===== config.mk =====
export PLATFORM = sky130hd
export DESIGN_NAME = ddr_init_seq
export DESIGN_NICKNAME = d
export VERILOG_FILES = /design/src/rtl/ddr_init_pkg.sv /design/src/rtl/ddr_init_timer.sv /design/src/rtl/ddr_dll_lock.sv /design/src/rtl/ddr_init_fsm.sv /design/src/rtl/ddr_cmd_drv.sv /design/src/rtl/ddr_init_seq.sv
export SDC_FILE = /design/constraint.sdc
export NUM_CORES = 1
export LEC_CHECK = 0
export BUFFER_PORTS_ARGS = -buffer_cell sky130_fd_sc_hd__buf_4
export CAP_MARGIN = 5
export CELL_PAD_IN_SITES_DETAIL_PLACEMENT = 1
export CELL_PAD_IN_SITES_GLOBAL_PLACEMENT = 1
export CORE_MARGIN = 2
export CORE_UTILIZATION = 46
export CTS_CLUSTER_DIAMETER = 100
export DETAILED_ROUTE_END_ITERATION = 8
export PLACE_DENSITY = 0.89
export SETUP_SLACK_MARGIN = 0.05
export SLEW_MARGIN = 20
export SYNTH_ARGS = -nofsm -noshare
export SYNTH_HDL_FRONTEND = slang
export SYNTH_HIERARCHICAL = 1
export SYNTH_SLANG_ARGS = --single-unit

===== constraint.sdc =====
create_clock -name clk_i -period 3.1 [get_ports clk_i]
set_input_delay 0.465 -clock clk_i [delete_from_list [all_inputs] [get_ports clk_i]]
set_output_delay 0.465 -clock clk_i [all_outputs]
set_load 0.03 [all_outputs]

===== src/rtl/ddr_init_pkg.sv =====
package ddr_init_pkg;
  localparam int ADDR_W = 13;
  localparam int BA_W   = 2;
  localparam int PRE_ALL_BIT = 10;

  typedef enum logic [2:0] {CMD_DESEL, CMD_NOP, CMD_PRE, CMD_REF, CMD_LMR} cmd_e;

  typedef enum logic [3:0] {
    ST_PWR, ST_STABLE, ST_CKE, ST_PRE_A, ST_EMR, ST_MR_RST,
    ST_PRE_B, ST_REF_A, ST_REF_B, ST_MR_RUN, ST_WAIT, ST_DONE
  } st_e;

  typedef struct packed {
    cmd_e              cmd;
    logic [BA_W-1:0]   ba;
    logic [ADDR_W-1:0] addr;
    logic              cke;
    logic              done;
  } pin_req_t;

  function automatic int max2(input int a, input int b);
    return (a > b) ? a : b;
  endfunction
endpackage


===== src/rtl/ddr_init_timer.sv =====
module ddr_init_timer #(
  parameter int CNT_W = 16
) (
  input  logic             clk_i,
  input  logic             rst_ni,
  input  logic             load_i,
  input  logic [CNT_W-1:0] load_val_i,
  output logic             zero_o
);
  logic [CNT_W-1:0] cnt_q;

  always_ff @(posedge clk_i or negedge rst_ni) begin
    if (!rst_ni)             cnt_q <= '0;
    else if (load_i)         cnt_q <= load_val_i;
    else if (cnt_q != '0)    cnt_q <= cnt_q - 1'b1;
  end

  assign zero_o = (cnt_q == '0);

  // an expired wait stays expired until reloaded
  a_r7_timer_no_wrap: assert property (@(posedge clk_i) disable iff (!rst_ni)
    (zero_o && !load_i) |=> zero_o);
endmodule


===== src/rtl/ddr_dll_lock.sv =====
module ddr_dll_lock #(
  parameter int T_DLL = 200
) (
  input  logic clk_i,
  input  logic rst_ni,
  input  logic start_i,
  output logic expired_o
);
  localparam int W = $clog2(T_DLL + 1);

  logic [W-1:0] cnt_q;
  logic         armed_q;

  always_ff @(posedge clk_i or negedge rst_ni) begin
    if (!rst_ni) begin
      cnt_q   <= '0;
      armed_q <= 1'b0;
    end else if (start_i) begin
      cnt_q   <= W'(T_DLL);
      armed_q <= 1'b1;
    end else if (cnt_q != '0) begin
      cnt_q   <= cnt_q - 1'b1;
    end
  end

  assign expired_o = armed_q && (cnt_q == '0);

  // the DLL reset is issued once per sequence, before any expiry
  a_r9_single_start: assert property (@(posedge clk_i) disable iff (!rst_ni)
    start_i |-> !expired_o);
endmodule


===== src/rtl/ddr_init_fsm.sv =====
module ddr_init_fsm
  import ddr_init_pkg::*;
#(
  parameter int                T_STABLE    = 10000,
  parameter int                T_RP        = 3,
  parameter int                T_MRD       = 2,
  parameter int                T_RFC       = 8,
  parameter int                CNT_W       = 16,
  parameter logic [ADDR_W-1:0] EXT_MODE    = '0,
  parameter logic [ADDR_W-1:0] BASE_MODE   = 13'h0032,
  parameter int                DLL_RST_BIT = 8
) (
  input  logic             clk_i,
  input  logic             rst_ni,
  input  logic             pwr_stable_i,
  input  logic             tmr_zero_i,
  output logic             tmr_load_o,
  output logic [CNT_W-1:0] tmr_val_o,
  output logic             lock_start_o,
  output pin_req_t         req_o
);
  // command state takes one cycle, wait state holds value+1 cycles
  localparam logic [CNT_W-1:0] L_STABLE = CNT_W'(T_STABLE - 2);
  localparam logic [CNT_W-1:0] L_RP     = CNT_W'(T_RP - 2);
  localparam logic [CNT_W-1:0] L_MRD    = CNT_W'(T_MRD - 2);
  localparam logic [CNT_W-1:0] L_RFC    = CNT_W'(T_RFC - 2);
  localparam logic [ADDR_W-1:0] DLL_MASK = ADDR_W'(1) << DLL_RST_BIT;
  localparam logic [ADDR_W-1:0] PRE_ADDR = ADDR_W'(1) << PRE_ALL_BIT;

  st_e st_q, st_d, ret_q, ret_d;

  always_ff @(posedge clk_i or negedge rst_ni) begin
    if (!rst_ni) begin
      st_q  <= ST_PWR;
      ret_q <= ST_PWR;
    end else begin
      st_q  <= st_d;
      ret_q <= ret_d;
    end
  end

  always_comb begin
    st_d         = st_q;
    ret_d        = ret_q;
    tmr_load_o   = 1'b0;
    tmr_val_o    = '0;
    lock_start_o = 1'b0;
    req_o        = '{cmd: CMD_NOP, ba: '0, addr: '0, cke: 1'b1, done: 1'b0};
    case (st_q)
      ST_PWR: begin
        req_o.cmd = CMD_DESEL;
        req_o.cke = 1'b0;
        if (pwr_stable_i) begin
          tmr_load_o = 1'b1;
          tmr_val_o  = L_STABLE;
          st_d       = ST_STABLE;
        end
      end
      ST_STABLE: begin
        req_o.cmd = CMD_DESEL;
        req_o.cke = 1'b0;
        if (!pwr_stable_i)   st_d = ST_PWR;
        else if (tmr_zero_i) st_d = ST_CKE;
      end
      ST_CKE: st_d = ST_PRE_A;
      ST_PRE_A, ST_PRE_B: begin
        req_o.cmd  = CMD_PRE;
        req_o.addr = PRE_ADDR;
        tmr_load_o = 1'b1;
        tmr_val_o  = L_RP;
        ret_d      = (st_q == ST_PRE_A) ? ST_EMR : ST_REF_A;
        st_d       = ST_WAIT;
      end
      ST_EMR: begin
        req_o.cmd  = CMD_LMR;
        req_o.ba   = BA_W'(1);
        req_o.addr = EXT_MODE;
        tmr_load_o = 1'b1;
        tmr_val_o  = L_MRD;
        ret_d      = ST_MR_RST;
        st_d       = ST_WAIT;
      end
      ST_MR_RST: begin
        req_o.cmd    = CMD_LMR;
        req_o.addr   = BASE_MODE | DLL_MASK;
        lock_start_o = 1'b1;
        tmr_load_o   = 1'b1;
        tmr_val_o    = L_MRD;
        ret_d        = ST_PRE_B;
        st_d         = ST_WAIT;
      end
      ST_REF_A, ST_REF_B: begin
        req_o.cmd  = CMD_REF;
        tmr_load_o = 1'b1;
        tmr_val_o  = L_RFC;
        ret_d      = (st_q == ST_REF_A) ? ST_REF_B : ST_MR_RUN;
        st_d       = ST_WAIT;
      end
      ST_MR_RUN: begin
        req_o.cmd  = CMD_LMR;
        req_o.addr = BASE_MODE & ~DLL_MASK;
        tmr_load_o = 1'b1;
        tmr_val_o  = L_MRD;
        ret_d      = ST_DONE;
        st_d       = ST_WAIT;
      end
      ST_WAIT: if (tmr_zero_i) st_d = ret_q;
      ST_DONE: req_o.done = 1'b1;
      default: st_d = ST_PWR;
    endcase
  end

  // no command leaves a wait before its count expires
  a_r7_wait_holds: assert property (@(posedge clk_i) disable iff (!rst_ni)
    (st_q == ST_WAIT && !tmr_zero_i) |=> (st_q == ST_WAIT));
endmodule


===== src/rtl/ddr_cmd_drv.sv =====
module ddr_cmd_drv
  import ddr_init_pkg::*;
(
  input  logic              clk_i,
  input  logic              rst_ni,
  input  pin_req_t          req_i,
  output logic              cke_o,
  output logic              cs_n_o,
  output logic              ras_n_o,
  output logic              cas_n_o,
  output logic              we_n_o,
  output logic [BA_W-1:0]   ba_o,
  output logic [ADDR_W-1:0] addr_o,
  output logic              done_o
);
  logic [3:0] strobe_d;

  always_comb begin
    case (req_i.cmd)
      CMD_NOP: strobe_d = 4'b0111;
      CMD_PRE: strobe_d = 4'b0010;
      CMD_REF: strobe_d = 4'b0001;
      CMD_LMR: strobe_d = 4'b0000;
      default: strobe_d = 4'b1111;
    endcase
  end

  always_ff @(posedge clk_i or negedge rst_ni) begin
    if (!rst_ni) begin
      cke_o <= 1'b0;
      {cs_n_o, ras_n_o, cas_n_o, we_n_o} <= 4'b1111;
      ba_o   <= '0;
      addr_o <= '0;
      done_o <= 1'b0;
    end else begin
      cke_o <= req_i.cke;
      {cs_n_o, ras_n_o, cas_n_o, we_n_o} <= strobe_d;
      ba_o   <= req_i.ba;
      addr_o <= req_i.addr;
      done_o <= req_i.done;
    end
  end
endmodule


===== src/rtl/ddr_init_seq.sv =====
module ddr_init_seq
  import ddr_init_pkg::*;
#(
  parameter int                T_STABLE    = 10000,
  parameter int                T_RP        = 3,
  parameter int                T_MRD       = 2,
  parameter int                T_RFC       = 8,
  parameter int                T_DLL       = 200,
  parameter logic [ADDR_W-1:0] EXT_MODE    = '0,
  parameter logic [ADDR_W-1:0] BASE_MODE   = 13'h0032,
  parameter int                DLL_RST_BIT = 8
) (
  input  logic              clk_i,
  input  logic              rst_ni,
  input  logic              pwr_stable_i,
  output logic              cke_o,
  output logic              cs_n_o,
  output logic              ras_n_o,
  output logic              cas_n_o,
  output logic              we_n_o,
  output logic [BA_W-1:0]   ba_o,
  output logic [ADDR_W-1:0] addr_o,
  output logic              init_done_o,
  output logic              read_ok_o
);
  localparam int T_MAX = max2(max2(T_STABLE, T_RP), max2(T_MRD, T_RFC));
  localparam int CNT_W = $clog2(T_MAX + 1);

  logic             tmr_load, tmr_zero, lock_start, lock_expired;
  logic [CNT_W-1:0] tmr_val;
  pin_req_t         req;

  ddr_init_fsm #(
    .T_STABLE(T_STABLE), .T_RP(T_RP), .T_MRD(T_MRD), .T_RFC(T_RFC),
    .CNT_W(CNT_W), .EXT_MODE(EXT_MODE), .BASE_MODE(BASE_MODE),
    .DLL_RST_BIT(DLL_RST_BIT)
  ) u_fsm (
    .clk_i, .rst_ni, .pwr_stable_i,
    .tmr_zero_i(tmr_zero), .tmr_load_o(tmr_load), .tmr_val_o(tmr_val),
    .lock_start_o(lock_start), .req_o(req)
  );

  ddr_init_timer #(.CNT_W(CNT_W)) u_timer (
    .clk_i, .rst_ni, .load_i(tmr_load), .load_val_i(tmr_val), .zero_o(tmr_zero)
  );

  ddr_dll_lock #(.T_DLL(T_DLL)) u_lock (
    .clk_i, .rst_ni, .start_i(lock_start), .expired_o(lock_expired)
  );

  ddr_cmd_drv u_drv (
    .clk_i, .rst_ni, .req_i(req),
    .cke_o, .cs_n_o, .ras_n_o, .cas_n_o, .we_n_o, .ba_o, .addr_o,
    .done_o(init_done_o)
  );

  assign read_ok_o = lock_expired && init_done_o;

  // chip stays deselected while clock enable is low
  a_r3_quiet_while_cke_low: assert property (@(posedge clk_i) disable iff (!rst_ni)
    !cke_o |-> cs_n_o);

  // completion is sticky and keeps clock enable high
  a_r8_done_holds: assert property (@(posedge clk_i) disable iff (!rst_ni)
    init_done_o |=> (init_done_o && cke_o));
endmodule


==> flow_results.xml <==
<?xml version="1.0" encoding="UTF-8"?>
<metrics>
  <group name="outcome">
    <metric name="outcome" unit="">finished clean</metric>
  </group>
  <group name="floorplanning">
    <metric name="die_width" unit="um">81.25</metric>
    <metric name="num_io_pins" unit="">25</metric>
    <metric name="initial_utilization" unit="%">46.92</metric>
    <metric name="rows" unit="">28</metric>
    <metric name="core" unit="sq um">5851</metric>
    <metric name="die_h" unit="um">81.25</metric>
    <metric name="die_area" unit="sq um">6602</metric>
  </group>
  <group name="final_layout">
    <metric name="post_route_cells_drive_above_1_share" unit="%">19.43</metric>
    <metric name="area_growth_syn_to_layout" unit="%">7.247</metric>
    <metric name="register_area" unit="sq um">1306</metric>
    <metric name="antenna_cells_inserted" unit="">0</metric>
    <metric name="final_nets" unit="">288</metric>
    <metric name="filler_cell_count" unit="">648</metric>
    <metric name="final_design_area_no_fill" unit="sq um">2944</metric>
    <metric name="multi_input_comb_area" unit="sq um">1220</metric>
  </group>
  <group name="clock_tree">
    <metric name="clk_pin_slew_worst_paths" unit="ns">0.10</metric>
    <metric name="cts.repair.resized" unit="">0</metric>
    <metric name="clock_latency" unit="ns">0.31</metric>
    <metric name="cts-htree-levels" unit="">2</metric>
    <metric name="holdBufCountCts" unit="">0</metric>
    <metric name="tritoncts" unit="">built</metric>
    <metric name="cts-root-to-sink-buffers" unit="">2</metric>
    <metric name="cts_root_buf" unit="">clkbuf_8</metric>
    <metric name="cts_setup_buffers" unit="">0</metric>
    <metric name="cts_buffers" unit="">5</metric>
    <metric name="cts.sink_count" unit="">52</metric>
  </group>
  <group name="routing">
    <metric name="wl_per_cell" unit="um">15.77</metric>
    <metric name="viasPerCell" unit="">5.494</metric>
    <metric name="detail_route.iter0.violations" unit="">89</metric>
    <metric name="antenna_violating_nets_post_route" unit="">0</metric>
    <metric name="routed_wirelength" unit="um">5644</metric>
    <metric name="routed-via-count" unit="">1967</metric>
    <metric name="dr.pass1.iters" unit="">6</metric>
    <metric name="drc" unit="">0</metric>
  </group>
  <group name="synth">
    <metric name="yosys_warnings" unit="">6</metric>
    <metric name="yosys.area.top_type" unit="">dfrtp_1</metric>
    <metric name="synthFlopType" unit="">dfrtp_1</metric>
    <metric name="netlist_area" unit="sq um">2745</metric>
    <metric name="post_synth_inst_count" unit="">270</metric>
    <metric name="synth_seq_area_share" unit="%">47.58</metric>
    <metric name="synth.most_common_cell" unit="">dfrtp_1</metric>
    <metric name="synth_edf_count" unit="">0</metric>
    <metric name="synth_top_cells_by_area" unit="">dfrtp_1 44%, buf_4 6.6%, dfstp_2 3.8%, xnor2_1 3.2%, a21oi_1 2.9%</metric>
    <metric name="synth.ff_latch_count" unit="">52</metric>
    <metric name="postSynthAreaPerCell" unit="sq um">10.17</metric>
    <metric name="yosys.area.top_type_share" unit="%">43.76</metric>
    <metric name="synth_async_sr_flop_share" unit="%">100.0</metric>
    <metric name="synth.lib_cells_used.distinct" unit="">65</metric>
    <metric name="post_synth_most_frequent_cells" unit="">48 x dfrtp_1, 24 x buf_4, 18 x nor2_1</metric>
  </group>
  <group name="setup_path">
    <metric name="worst_path_largest_cell_delay" unit="ns">0.58</metric>
    <metric name="crit_path_end_kind" unit="">output port</metric>
    <metric name="largest_delay_contributor_family_on_the_critical_path" unit="">simple AND/OR/NAND/NOR gates</metric>
    <metric name="critical_path.cell_chain" unit="">inv_1 &gt; ha_1 &gt; nor4b_1 &gt; and3_1 &gt; and2_1 &gt; buf_4</metric>
    <metric name="worst_ep_arrival_time" unit="ns">2.16</metric>
    <metric name="cp-startpoint" unit="">u_lock/cnt_q[0]$_DFFE_PN0P_</metric>
    <metric name="timing_worst_setup_path_type" unit="">reg -&gt; out</metric>
    <metric name="crit_buf_inv" unit="">2</metric>
    <metric name="rr_startpoint" unit="">u_timer/cnt_q[0]$_DFFE_PN0P_</metric>
    <metric name="worst-path-max-fanout" unit="">6</metric>
    <metric name="setup.worst_path.start_class" unit="">flop</metric>
    <metric name="critical_path_data_required_time" unit="ns">2.63</metric>
    <metric name="cpMaxStageDelayCell" unit="">nor4b_1</metric>
  </group>
  <group name="pwr">
    <metric name="seqPwrFrac" unit="%">44.6</metric>
    <metric name="power.switching_fraction" unit="%">38.02</metric>
    <metric name="total_leakage_power" unit="nW">1.284</metric>
    <metric name="power.density" unit="nW/um^2">694.1</metric>
    <metric name="switchingPower" unit="W">0.0007769</metric>
    <metric name="clkPwrFrac" unit="%">19.6</metric>
    <metric name="vdd_drop_max" unit="V">0.0003640</metric>
    <metric name="power.combinational.fraction" unit="%">35.8</metric>
    <metric name="intPower" unit="W">0.001267</metric>
  </group>
  <group name="sta">
    <metric name="finalCriticalPeriod" unit="ns">2.628</metric>
    <metric name="final_max_slew_violation_count" unit="">0</metric>
    <metric name="final_hold_viol_count" unit="">0</metric>
    <metric name="period_share" unit="%">84.79</metric>
    <metric name="timing.max_slew.rel_slack" unit="%">33.42</metric>
    <metric name="setup_tns" unit="ns">0</metric>
    <metric name="timing.final.setup_violations" unit="">0</metric>
    <metric name="rsz0062_at_grt" unit="">no</metric>
    <metric name="max_freq" unit="MHz">380.5</metric>
    <metric name="tightestPinTransition" unit="ns">0.9895</metric>
    <metric name="worst_case_clock_skew" unit="ns">0.008865</metric>
  </group>
  <group name="grt">
    <metric name="gr-total-overflow" unit="">0</metric>
    <metric name="globalRouteTotalUtil" unit="%">19.77</metric>
    <metric name="first_pass_grt_wire_length" unit="um">10010</metric>
    <metric name="antenna_found_initial" unit="">0</metric>
    <metric name="pin_count_of_the_biggest_net_entering_global_routing" unit="">53</metric>
    <metric name="number_of_global_route_vias_before_repair" unit="">2170</metric>
  </group>
  <group name="place">
    <metric name="dpl.hpwl" unit="um">3881</metric>
    <metric name="io_buffers" unit="">24</metric>
    <metric name="dpl-instance-area" unit="sq um">2853</metric>
    <metric name="gp_routability_congestion" unit="">0.8239</metric>
  </group>
  <group name="hold_path">
    <metric name="worst_hold_check_path_type" unit="">in -&gt; async</metric>
  </group>
  <group name="flow_run">
    <metric name="max-cap-violations" unit="">0</metric>
  </group>
</metrics>
==> placed cells by master, fill, tap and decap left out, types with 3 or more instances in the layout <==
master     n
dfrtp_1   48
buf_4     26
nor2_1    18
a21oi_1   16
nand2_1   16
conb_1    15
o21ai_0   11
inv_1     10
xnor2_1   10
nor2b_1    7
nand2b_1   7
a22o_1     7
o31ai_1    6
clkbuf_8   5
nor3_1     5
dfstp_2    4
nor4_1     4
or3_1      4
nand3_1    3
ha_1       3
==> sequential cells by signal, indices dropped and copies added (netlist names) <==
| register | count |
|---|---|
| u_drv/addr_o | 13 |
| u_drv/ba_o | 2 |
| u_drv/cas_n_o | 1 |
| u_drv/cke_o | 1 |
| u_drv/cs_n_o | 1 |
| u_drv/done_o | 1 |
| u_drv/ras_n_o | 1 |
| u_drv/we_n_o | 1 |
| u_fsm/ret_q | 4 |
| u_fsm/st_q | 4 |
| u_lock/armed_q | 1 |
| u_lock/cnt_q | 8 |
| u_timer/cnt_q | 14 |
==> per-layer routing <==
| layer | wire, um | vias to the layer above | global-route usage, % |
|---|---|---|---|
| li1 | - | 946 | - |
| met1 | 2503 | 994 | 23.82 |
| met2 | 2919 | 18 | 34.79 |
| met3 | 120 | 9 | 4.222 |
| met4 | 100 | 0 | 7.119 |
| met5 | 0 | - | 0 |
==> kinds of logic (layout without fill, tap and decap cells) <==
logic type      after synthesis  count (layout)  synth area share, %
mux                           1               1               0.3646
fa+ha+maj                     3               3                1.368
simple gates                 90              90                19.87
other cells                   1              15               0.1366
xor+xnor                     11              11                3.509
flops                        52              52                47.58
buf+inv                      45              44                9.891
compound gates               67              67                17.28
==> path summary, 6_finish.rpt <==
path | endpoint | slack [ns] | cells after the start
setup / recovery | read_ok_o | 0.47 | 6
hold / removal | u_drv/addr_o[12]$_DFF_PN0_ | 0.17 | 1
setup reg to reg | u_fsm/st_q[2]$_DFFE_PN0P_ | 0.77 | 6
hold reg to reg | u_lock/armed_q$_DFFE_PN0P_ | 0.49 | 1
max in group asynchronous | u_timer/cnt_q[6]$_DFFE_PN0P_ | 2.49 | 1
min in group clk_i | u_lock/armed_q$_DFFE_PN0P_ | 0.49 | 1
==> power by group through the flow <==
stage	Combinational [W]	Clock [W]	Sequential (W)
after floorplan	0.000541	0	0.000948
after global placement	0.000698	0	0.000916
after detailed placement	0.000728	0	0.000922
after CTS	0.000735	0.000415	0.000913
after global routing	0.000813	0.000435	0.000932
final	0.000731	0.000401	0.000911
==> worst reg2reg max path: stages (launching register included) <==
cell and delay, ns:
dfrtp_1 0.42, inv_1 0.11, ha_1 0.19, nor3b_4 0.30, and4_1 0.58, o21ai_2 0.15
a2111oi_0 0.45
==> final cells by class <==
cell class	instances	share of cell area [%]
Multi-Input combinational cell	187	41.44
Inverter	10	1.275
Clock buffer	5	2.337
Tap cell	75	3.187
Clock inverter	3	0.7650
Timing Repair Buffer	26	6.630
Sequential cell	52	44.37
==> through the flow <==
| step | std cells | hold WS [ns] | utilization [%] | total power (W) | worst slack (ns) |
|---|---|---|---|---|---|
| after floorplan | 284 | 0.1694 | - | 0.001489 | 1.044 |
| after global placement | 350 | 0.4548 | 48.76 | 0.001613 | 0.9444 |
| after CTS | 358 | 0.1895 | 50.32 | 0.002063 | 0.4583 |
| final | 358 | 0.1710 | 50.32 | 0.002043 | 0.4716 |
| after global routing | 358 | 0.2268 | 50.32 | 0.002181 | 0.3225 |
| after detailed placement | 350 | 0.4632 | 48.76 | 0.001650 | 0.8092 |
No activity file was read; power rests on OpenSTA's default activity.
